==> src/rtl/sac_pkg.sv <==
package sac_pkg;
    typedef enum logic {
        ST_IDLE       = 1'b0,
        ST_AGE_UPDATE = 1'b1
    } sac_state_e;
endpackage

==> src/rtl/sac_match.sv <==
module sac_match #(
    parameter int WAYS  = 4,
    parameter int TAG_W = 8,
    parameter int AGE_W = 2,
    parameter int WAY_W = 2
) (
    input  logic [WAYS-1:0]       row_valid,
    input  logic [WAYS*TAG_W-1:0] row_tag,
    input  logic [WAYS*AGE_W-1:0] row_age,
    input  logic [TAG_W-1:0]      cmp_tag,
    output logic                  hit,
    output logic [WAY_W-1:0]      hit_way,
    output logic [AGE_W-1:0]      hit_age,
    output logic                  any_free,
    output logic [WAY_W-1:0]      free_way
);
    logic [WAYS-1:0] match_vec;

    generate
        for (genvar g = 0; g < WAYS; g++) begin : g_cmp
            assign match_vec[g] = row_valid[g] && (row_tag[g*TAG_W +: TAG_W] == cmp_tag);
        end
    endgenerate

    // lowest-index priority encoders for the matching way and the free way
    always_comb begin
        hit      = 1'b0;
        hit_way  = '0;
        any_free = 1'b0;
        free_way = '0;
        for (int w = WAYS - 1; w >= 0; w--) begin
            if (match_vec[w]) begin
                hit     = 1'b1;
                hit_way = WAY_W'(w);
            end
            if (!row_valid[w]) begin
                any_free = 1'b1;
                free_way = WAY_W'(w);
            end
        end
        hit_age = row_age[hit_way*AGE_W +: AGE_W];
    end
endmodule

==> src/rtl/sac_victim.sv <==
module sac_victim #(
    parameter int WAYS  = 4,
    parameter int AGE_W = 2,
    parameter int WAY_W = 2
) (
    input  logic [WAYS*AGE_W-1:0] row_age,
    output logic [WAY_W-1:0]      victim_way,
    output logic [AGE_W-1:0]      victim_age
);
    localparam int NODES = 2 * WAYS - 1;

    logic [AGE_W-1:0] node_age [NODES];
    logic [WAY_W-1:0] node_way [NODES];

    generate
        for (genvar g = 0; g < WAYS; g++) begin : g_leaf
            assign node_age[WAYS-1+g] = row_age[g*AGE_W +: AGE_W];
            assign node_way[WAYS-1+g] = WAY_W'(g);
        end
        // heap layout: left child covers the lower way indices, so it wins ties
        for (genvar n = 0; n < WAYS - 1; n++) begin : g_node
            logic take_left;
            assign take_left   = node_age[2*n+1] >= node_age[2*n+2];
            assign node_age[n] = take_left ? node_age[2*n+1] : node_age[2*n+2];
            assign node_way[n] = take_left ? node_way[2*n+1] : node_way[2*n+2];
        end
    endgenerate

    assign victim_way = node_way[0];
    assign victim_age = node_age[0];
endmodule

==> src/rtl/sac_age_next.sv <==
module sac_age_next #(
    parameter int WAYS  = 4,
    parameter int AGE_W = 2,
    parameter int WAY_W = 2
) (
    input  logic [WAYS-1:0]       row_valid,
    input  logic [WAYS*AGE_W-1:0] age_cur,
    input  logic [WAY_W-1:0]      sel_way,
    input  logic                  promote,
    input  logic [AGE_W-1:0]      thr_age,
    output logic [WAYS*AGE_W-1:0] age_nxt
);
    localparam logic [AGE_W-1:0] AGE_MAX = AGE_W'(WAYS - 1);

    generate
        for (genvar g = 0; g < WAYS; g++) begin : g_rank
            logic [AGE_W-1:0] cur;
            logic             bump;
            assign cur = age_cur[g*AGE_W +: AGE_W];
            // promote: only ways younger than the chosen one age; fill: all valid ways age
            assign bump = promote ? (row_valid[g] && (cur < thr_age)) : row_valid[g];
            always_comb begin
                if (sel_way == WAY_W'(g)) begin
                    age_nxt[g*AGE_W +: AGE_W] = '0;
                end else if (bump && (cur != AGE_MAX)) begin
                    age_nxt[g*AGE_W +: AGE_W] = cur + 1'b1;
                end else begin
                    age_nxt[g*AGE_W +: AGE_W] = cur;
                end
            end
        end
    endgenerate
endmodule

==> src/rtl/sa_age_cache.sv <==
module sa_age_cache
    import sac_pkg::*;
#(
    parameter int SETS   = 4,
    parameter int WAYS   = 4,
    parameter int TAG_W  = 8,
    parameter int DATA_W = 16
) (
    input  logic                      clk,
    input  logic                      rst,
    input  logic                      req_valid,
    input  logic                      req_write,
    input  logic [$clog2(SETS)-1:0]   req_set,
    input  logic [TAG_W-1:0]          req_tag,
    input  logic [DATA_W-1:0]         req_wdata,
    output logic                      busy,
    output logic                      rsp_valid,
    output logic                      rsp_hit,
    output logic [DATA_W-1:0]         rsp_data
);
    localparam int IDX_W = $clog2(SETS);
    localparam int AGE_W = $clog2(WAYS);
    localparam int WAY_W = $clog2(WAYS);

    // storage
    logic              valid_q [SETS][WAYS];
    logic [TAG_W-1:0]  tag_q   [SETS][WAYS];
    logic [DATA_W-1:0] data_q  [SETS][WAYS];
    logic [AGE_W-1:0]  age_q   [SETS][WAYS];

    sac_state_e state_q, state_d;

    logic [IDX_W-1:0] pend_set;
    logic [WAY_W-1:0] pend_way;
    logic [AGE_W-1:0] pend_age;

    logic                  accept;
    logic [IDX_W-1:0]      row_set;
    logic [WAYS-1:0]       row_valid;
    logic [WAYS*TAG_W-1:0] row_tag;
    logic [WAYS*AGE_W-1:0] row_age;

    logic             hit;
    logic [WAY_W-1:0] hit_way;
    logic [AGE_W-1:0] hit_age;
    logic             any_free;
    logic [WAY_W-1:0] free_way;
    logic [WAY_W-1:0] victim_way;
    logic [AGE_W-1:0] victim_age;

    logic                  upd_promote;
    logic [WAY_W-1:0]      upd_way;
    logic [AGE_W-1:0]      upd_thr;
    logic [WAYS*AGE_W-1:0] age_nxt;
    logic [WAY_W-1:0]      fill_way;

    assign accept  = req_valid && (state_q == ST_IDLE);
    assign busy    = (state_q == ST_AGE_UPDATE);
    assign row_set = (state_q == ST_AGE_UPDATE) ? pend_set : req_set;

    // gather the addressed set into flat vectors
    always_comb begin
        for (int w = 0; w < WAYS; w++) begin
            row_valid[w]                 = valid_q[row_set][w];
            row_tag[w*TAG_W +: TAG_W]    = tag_q[row_set][w];
            row_age[w*AGE_W +: AGE_W]    = age_q[row_set][w];
        end
    end

    sac_match #(
        .WAYS (WAYS),
        .TAG_W(TAG_W),
        .AGE_W(AGE_W),
        .WAY_W(WAY_W)
    ) u_match (
        .row_valid(row_valid),
        .row_tag  (row_tag),
        .row_age  (row_age),
        .cmp_tag  (req_tag),
        .hit      (hit),
        .hit_way  (hit_way),
        .hit_age  (hit_age),
        .any_free (any_free),
        .free_way (free_way)
    );

    sac_victim #(
        .WAYS (WAYS),
        .AGE_W(AGE_W),
        .WAY_W(WAY_W)
    ) u_victim (
        .row_age   (row_age),
        .victim_way(victim_way),
        .victim_age(victim_age)
    );

    assign fill_way = any_free ? free_way : victim_way;

    // rank update: AGE_UPDATE promotes the saved hit way; a write miss fills or evicts
    always_comb begin
        if (state_q == ST_AGE_UPDATE) begin
            upd_promote = 1'b1;
            upd_way     = pend_way;
            upd_thr     = pend_age;
        end else begin
            upd_promote = !any_free;
            upd_way     = fill_way;
            upd_thr     = victim_age;
        end
    end

    sac_age_next #(
        .WAYS (WAYS),
        .AGE_W(AGE_W),
        .WAY_W(WAY_W)
    ) u_age (
        .row_valid(row_valid),
        .age_cur  (row_age),
        .sel_way  (upd_way),
        .promote  (upd_promote),
        .thr_age  (upd_thr),
        .age_nxt  (age_nxt)
    );

    // state register
    always_ff @(posedge clk) begin
        if (rst) begin
            state_q <= ST_IDLE;
        end else begin
            state_q <= state_d;
        end
    end

    // transitions
    always_comb begin
        state_d = state_q;
        unique case (state_q)
            ST_IDLE: begin
                if (accept && hit) begin
                    state_d = ST_AGE_UPDATE;
                end
            end
            ST_AGE_UPDATE: begin
                state_d = ST_IDLE;
            end
            default: state_d = ST_IDLE;
        endcase
    end

    // pending hit bookkeeping for the rank rewrite
    always_ff @(posedge clk) begin
        if (rst) begin
            pend_set <= '0;
            pend_way <= '0;
            pend_age <= '0;
        end else if (accept && hit) begin
            pend_set <= req_set;
            pend_way <= hit_way;
            pend_age <= hit_age;
        end
    end

    // array writes
    always_ff @(posedge clk) begin
        if (rst) begin
            for (int s = 0; s < SETS; s++) begin
                for (int w = 0; w < WAYS; w++) begin
                    valid_q[s][w] <= 1'b0;
                    age_q[s][w]   <= '0;
                end
            end
        end else if (state_q == ST_AGE_UPDATE) begin
            for (int w = 0; w < WAYS; w++) begin
                age_q[pend_set][w] <= age_nxt[w*AGE_W +: AGE_W];
            end
        end else if (accept && req_write) begin
            if (hit) begin
                data_q[req_set][hit_way] <= req_wdata;
            end else begin
                valid_q[req_set][fill_way] <= 1'b1;
                tag_q[req_set][fill_way]   <= req_tag;
                data_q[req_set][fill_way]  <= req_wdata;
                for (int w = 0; w < WAYS; w++) begin
                    age_q[req_set][w] <= age_nxt[w*AGE_W +: AGE_W];
                end
            end
        end
    end

    // registered response
    always_ff @(posedge clk) begin
        if (rst) begin
            rsp_valid <= 1'b0;
            rsp_hit   <= 1'b0;
            rsp_data  <= '0;
        end else begin
            rsp_valid <= accept;
            rsp_hit   <= accept && hit;
            if (!accept) begin
                rsp_data <= '0;
            end else if (req_write) begin
                rsp_data <= req_wdata;
            end else if (hit) begin
                rsp_data <= data_q[req_set][hit_way];
            end else begin
                rsp_data <= '0;
            end
        end
    end
endmodule

==> config.mk <==
export PLATFORM = sky130hd
export DESIGN_NAME = sa_age_cache
export DESIGN_NICKNAME = d
export VERILOG_FILES = /design/src/rtl/sac_pkg.sv /design/src/rtl/sac_match.sv /design/src/rtl/sac_victim.sv /design/src/rtl/sac_age_next.sv /design/src/rtl/sa_age_cache.sv
export SDC_FILE = /design/constraint.sdc
export NUM_CORES = 1
export LEC_CHECK = 0
export BUFFER_PORTS_ARGS = -buffer_cell sky130_fd_sc_hd__buf_2
export CORE_UTILIZATION = 30
export CTS_CLUSTER_DIAMETER = 80
export CTS_CLUSTER_SIZE = 10
export DETAILED_ROUTE_END_ITERATION = 10
export GPL_ROUTABILITY_DRIVEN = 1
export SETUP_SLACK_MARGIN = 0.2
export SYNTH_ARGS = -nofsm -noshare
export SYNTH_HDL_FRONTEND = slang
export SYNTH_SLANG_ARGS = --single-unit
==> constraint.sdc <==
create_clock -name clk -period 15.55 [get_ports clk]
set_input_delay 3.11 -clock clk [delete_from_list [all_inputs] [get_ports clk]]
set_output_delay 3.11 -clock clk [all_outputs]
set_load 0.02 [all_outputs]
# ---- Word level (Yosys, flattened, before mapping)
# Memory sizes are Yosys's and may differ from the RTL's.
# Cells that the tools add are included.
dict set report word_totals {
  regBits 25
  ramBits 432
  input_bits 30
  out_inout_bits 19
  wordCells 274
  memories 4
}
dict set report op_classes {
  n_addsub 4
  order_cmp 11
  eq_ne 11
  shifts 1
  n_mux 145
  n_bitwise 68
  n_reduce_logical 23
}
# memory depth width rd rd_clocked_by_memory_dff write_ports line
set mem_list {}
lappend mem_list {data_q 4 64 1 0 1 sa_age_cache.sv:28} ;# logic [DATA_W-1:0] data_q [SETS][WAYS];
lappend mem_list {tag_q 4 32 1 0 1 sa_age_cache.sv:27} ;# logic [TAG_W-1:0] tag_q [SETS][WAYS];
lappend mem_list {age_q 4 8 1 0 4 sa_age_cache.sv:29} ;# logic [AGE_W-1:0] age_q [SETS][WAYS];
lappend mem_list {valid_q 4 4 1 0 4 sa_age_cache.sv:26} ;# logic valid_q [SETS][WAYS];
# op count
set op_table {}
lappend op_table {{2-to-1 mux 64 bit} 2}
lappend op_table {{2-to-1 mux 1 bit} 97}
lappend op_table {{2-to-1 mux 16 bit} 6}
lappend op_table {{demux 16 bit (select 2 bit)} 2}
lappend op_table {{bitwise OR 1 bit} 64}
lappend op_table {{2-to-1 mux 2 bit} 27}
lappend op_table {{binary-select mux 16 bit (select 2 bit)} 1}
lappend op_table {{== test 8 bit} 4}
lappend op_table {{2-to-1 mux 32 bit} 1}
lappend op_table {{2-to-1 mux 8 bit} 3}
lappend op_table {{logical AND 1 bit} 17}
lappend op_table {{demux 8 bit (select 2 bit)} 1}
lappend op_table {{OR reduction 8 bit} 2}
lappend op_table {{2-to-1 mux 4 bit} 3}
lappend op_table {{adder 2 x 1 -> 2 bit, second input constant} 4}
lappend op_table {{less-than comparator 2 bit} 4}
lappend op_table {{inequality test 2 bit, second input constant} 4}
lappend op_table {{indexed part select 8 x 4 -> 2 bit} 1}
lappend op_table {{greater-or-equal comparator 2 bit} 3}
lappend op_table {{greater-or-equal comparator 3 bit, second input constant} 2}
lappend op_table {{less-than comparator 3 x 1 -> 1 bit, second input constant} 2}
lappend op_table {{NOT 2 -> 3 bit} 2}
lappend op_table {{== test 2 bit, second input constant} 2}
lappend op_table {{OR reduction 4 bit} 1}
lappend op_table {{7 further kinds} 8}

# ---- Depth between registers and ports, before layout
# An unclocked memory read counts as a cell.
dict set report depth {
  word_depth 15
  depth_mapped 26
  mapped_depth_nobuf 20
}

# ---- Modules after synthesis
# A second synthesis with hierarchy kept.
dict set report hier_totals {
  hier_cells 987
  hier_area_um2 18825.6
}
# mod instances cells_per_inst area_per_inst_um2 seq_area_each_um2
set modules_own_cells {}
lappend modules_own_cells {sa_age_cache 1 839 17635.7 13312.8}
lappend modules_own_cells {sac_match 1 65 524.3 0.0}
lappend modules_own_cells {sac_age_next 1 52 410.4 0.0}
lappend modules_own_cells {sac_victim 1 31 255.2 0.0}

# ---- Worst setup path before layout
# No wires, ideal clock.
dict set report synth_timing {
  path_kind {input-to-reg}
  startpoint {in req_set[1]}
  endpoint {mem data_q[0][48] in the netlist's numbering, enable pin}
  arrival_ns 8.215
  t_required_ns 15.162
  setup_slack_ns 6.947
  path_stages 25
  n_path_buf 6
  cell_sequence {buf_2 mux2_4 buf_6 buf_6 buf_8 buf_6 clkbuf_1 nand2_1 and3_1 a31oi_1 inv_1 ha_1 a21oi_1 mux2i_1 nand2_1 nand2_1 ha_1 nand2b_1 a21oi_1 mux2_2 o221ai_1 nand2_1 or3_1 a21boi_0 nor2_1}
}
dict set report synth_via {
  elab_chain_len 15
  elab_cells_between_ends 60
}
# element line
set synth_lines {}
lappend synth_lines {{from (decl)} sa_age_cache.sv:13} ;# input logic [$clog2(SETS)-1:0] req_set,
lappend synth_lines {{parallel branches: the longest is 15 deep, another holds memory (4 x 8 bit)} -}
lappend synth_lines {{to (decl)} sa_age_cache.sv:28}
# Several ways; the timed one is not identified.

# ---- Final worst setup path
dict set report layout_timing {
  startpoint {in req_set[1]}
  endpoint {mem data_q[3][54] in the netlist's numbering, enable pin}
}
# The elaborated chain is that of the path after synthesis.

==> results.cfg <==
[run_status]
status = finished, final reports clean

[cts]
cts_buffer_depth = 3
clk_latency_ns = 0.58
post-cts-setup-buffer-count = 0
cts_buffers = 51
cts_tree = built
clk_pin_slew_worst_paths_ns = 0.06
cts_resized = 0
htree_levels = 2
cts.sinks = 457
cts_root_buffer = clkbuf_16
postCtsHoldBufs = 0

[logic_synthesis]
ys_seq_area_frac = 0.697
synth_top_family_by_area = multiplexers
postSynthAreaPerCell_um2 = 16.5
synthDistinctLibCells = 77
synthSimpleGateAreaFrac = 0.0726
synthCells = 1155
ys_warn_count = 0
muxShareOfSynthArea = 0.137
yosys.area.top_type = edfxtp_1
synth-compound-area-share = 0.0511
synth_xor_area_frac = 0.0115
synthAdderAreaFrac = 0.00969
synth_area_um2 = 19100
synthArstFlopShare = 0
ys.flop_type = edfxtp_1
synth_edf_count = 416
yosys_register_bits = 457
syn_nets = 1199
synthTopCellsByArea = edfxtp_1, mux4_2, dfxtp_1, mux2i_1, nor2_1
synth_top_area_frac = 0.654

[cells_and_area]
nets = 1249
drive_gt1_frac = 0.190
diodes = 0
area_delta_synth_final_pct = 13.5
stdcell_area_um2 = 21700

[placement]
port_buffers = 48
placed_area_um2 = 20200
gp_congestion = 0.829
dp_hpwl_mm = 29.1

[power]
swShare = 0.218
intPower_w = 0.00203
power_density_nw_per_um2 = 120
p_switching_w = 0.000566
clock_power_share = 0.423
p_seq_frac = 0.521
pwr-share-comb = 0.056
peakVddDrop_mv = 0.0843
leakage_nw = 7.24

[grt]
grt_start_max_net_pins = 58
grt-ovfl-total = 0
gr-usage-all-layers = 0.141
grt_pass1_vias = 10600
grt_pass1_wl_mm = 67.9
antenna_found_initial = 3

[sta]
fmax_mhz = 106
worst_slew_pin_slew_ns = 1.04
finalSetupViolCount = 0
setup_tns_ns = 0
fin_skew_ns = 0.0170
rsz0062_at_grt = no
period_needed_ns = 9.44
max_slew_margin = 0.304
final-hold-violation-count = 0
drv_slew = 0
period_share = 0.607
hold_ws_ns = 0.456

[flow_run]
cap_violations = 0

[critical_path]
cp_max_fo = 57
r2r_end = data_q[3][54]
critPathKind = primary input to register
arrival_ns = 9.62
r2r_slack_ns = 8.54
r2r_start = busy
cp-start-kind = primary input
end_kind = register
cp.required_ns = 15.74
worst-r2r-cell-count = 19

[drt]
via_per_inst = 4.95
dr.pass1.iters = 5
wirelength_mm = 45.4
drc_errors = 0
via_count = 10400
drtIter0Drc = 994
wl_per_cell_um = 21.7
antenna_left = 0

[floorplan]
num_rows = 92
die_w_um = 254
core_area_um2 = 63000
fp.dieH_um = 254
die_area_um2 = 64700
initial_core_util = 0.303
io_pins = 49

[min_path]
min_from = valid_q[1][1]
hold_class = register to register
min_to = valid_q[1][1]
holdPathStages = 1
[cell type report]
cell class | instances | area [um2]
Clock inverter | 3 | 55.1
Timing Repair Buffer | 55 | 298
Inverter | 18 | 67.6
Multi-Input combinational cell | 622 | 5450
Fill cell | 5974 | 41300
Tap cell | 846 | 1060
Sequential cell | 457 | 13300
Clock buffer | 92 | 1450
[Yosys cell counts (all sizes together) (12+ instances only)]
cell type / instances
xnor2: 12
clkbuf: 24
edfxtp: 416
nor2: 97
inv: 17
xor2: 13
dfxtp: 41
mux4: 80
buf: 34
a21o: 28
nor3: 18
nand2b: 15
ha: 14
nand3: 13
o21ai: 22
nand2: 74
a21oi: 24
mux2i: 72
[sequential cells by signal, summed over array words and instances, names as in the netlist]
| register | cells |
|---|---|
| rsp_valid | 1 |
| pend_set | 2 |
| rsp_data | 16 |
| tag_q | 128 |
| data_q | 256 |
| age_q | 32 |
| valid_q | 16 |
| pend_age | 2 |
| rsp_hit | 1 |
| busy | 1 |
| pend_way | 2 |
[cells in the final DEF (no fill, tap or decap), types with 13 or more instances in the layout]
cell type / n
edfxtp_1: 416
mux4_2: 80
nor2_1: 80
nand2_1: 72
mux2i_1: 69
clkbuf_16: 52
buf_2: 46
dfxtp_1: 41
clkbuf_1: 40
a21o_1: 28
o21ai_0: 20
a21oi_1: 20
nor3_1: 18
inv_1: 17
nor2_2: 17
nand2b_1: 15
ha_1: 14
xor2_1: 13
[per-layer routing]
| layer | up-vias | track usage | share of wire |
|---|---|---|---|
| met3 | 57 | 0.0234 | 0.058 |
| li1 | 4633 | - | - |
| met2 | 343 | 0.231 | 0.49 |
| met1 | 5326 | 0.195 | 0.43 |
| met4 | 2 | 0.0372 | 0.019 |
| met5 | - | 0 | 0.00018 |
[worst max-delay path: stages]
cell and delay, ns:
buf_4 0.43, mux2_4 0.31, buf_4 0.66, mux2i_1 0.16, mux2i_1 0.51, ha_1 0.34
nor2b_1 0.13, o21ai_0 0.09, o32ai_1 0.49, mux2i_1 0.30, ha_1 0.26, nand2b_1 0.14
a21oi_1 0.30, mux2_2 0.38, o221ai_1 0.31, nand2_1 0.12, or3_1 0.41, a21boi_0 0.25
nor2_2 0.84
[power groups by stage]
stage	registers, W	clock network (W)	logic, W
final	0.00135	0.00110	0.000146
after detailed placement	0.00138	0	0.000149
after floorplan	0.00138	0	0.0000927
after global routing	0.00135	0.00117	0.000160
after CTS	0.00135	0.00112	0.000149
after global placement	0.00138	0	0.000146
[through the flow]
stage	worst slack (ns)	utilization	total power [W]	instances
after global placement	5.73	0.321	0.00152	1998
after CTS	6.14	0.345	0.00262	2093
final	6.11	0.345	0.00260	2093
after global routing	5.66	0.345	0.00268	2093
after detailed placement	5.56	0.321	0.00153	1998
after floorplan	6.95	-	0.00147	1155
[kinds of logic (layout without fill, tap and decap cells)]
group | after synthesis | count (layout)
AO/OA/AOI/OAI | 136 | 136
XOR/XNOR | 25 | 25
adder cells (fa/ha/maj) | 15 | 15
buffers and inverters | 76 | 168
flip-flops | 457 | 457
multiplexers | 159 | 159
AND/OR/NAND/NOR | 287 | 287
[how the worst max path moves through the flow]
stage	from	endpoint	slack, ns
CTS	req_set[1]	data_q[3][54]	6.14
floorplan	req_set[1]	data_q[0][48]	6.95
finish	req_set[1]	data_q[3][54]	6.11
global placement	req_set[1]	data_q[1][53]	5.73
global route	req_set[1]	data_q[3][52]	5.66
detailed placement	req_set[1]	data_q[3][53]	5.56
No activity file was read; power rests on OpenSTA's default activity.
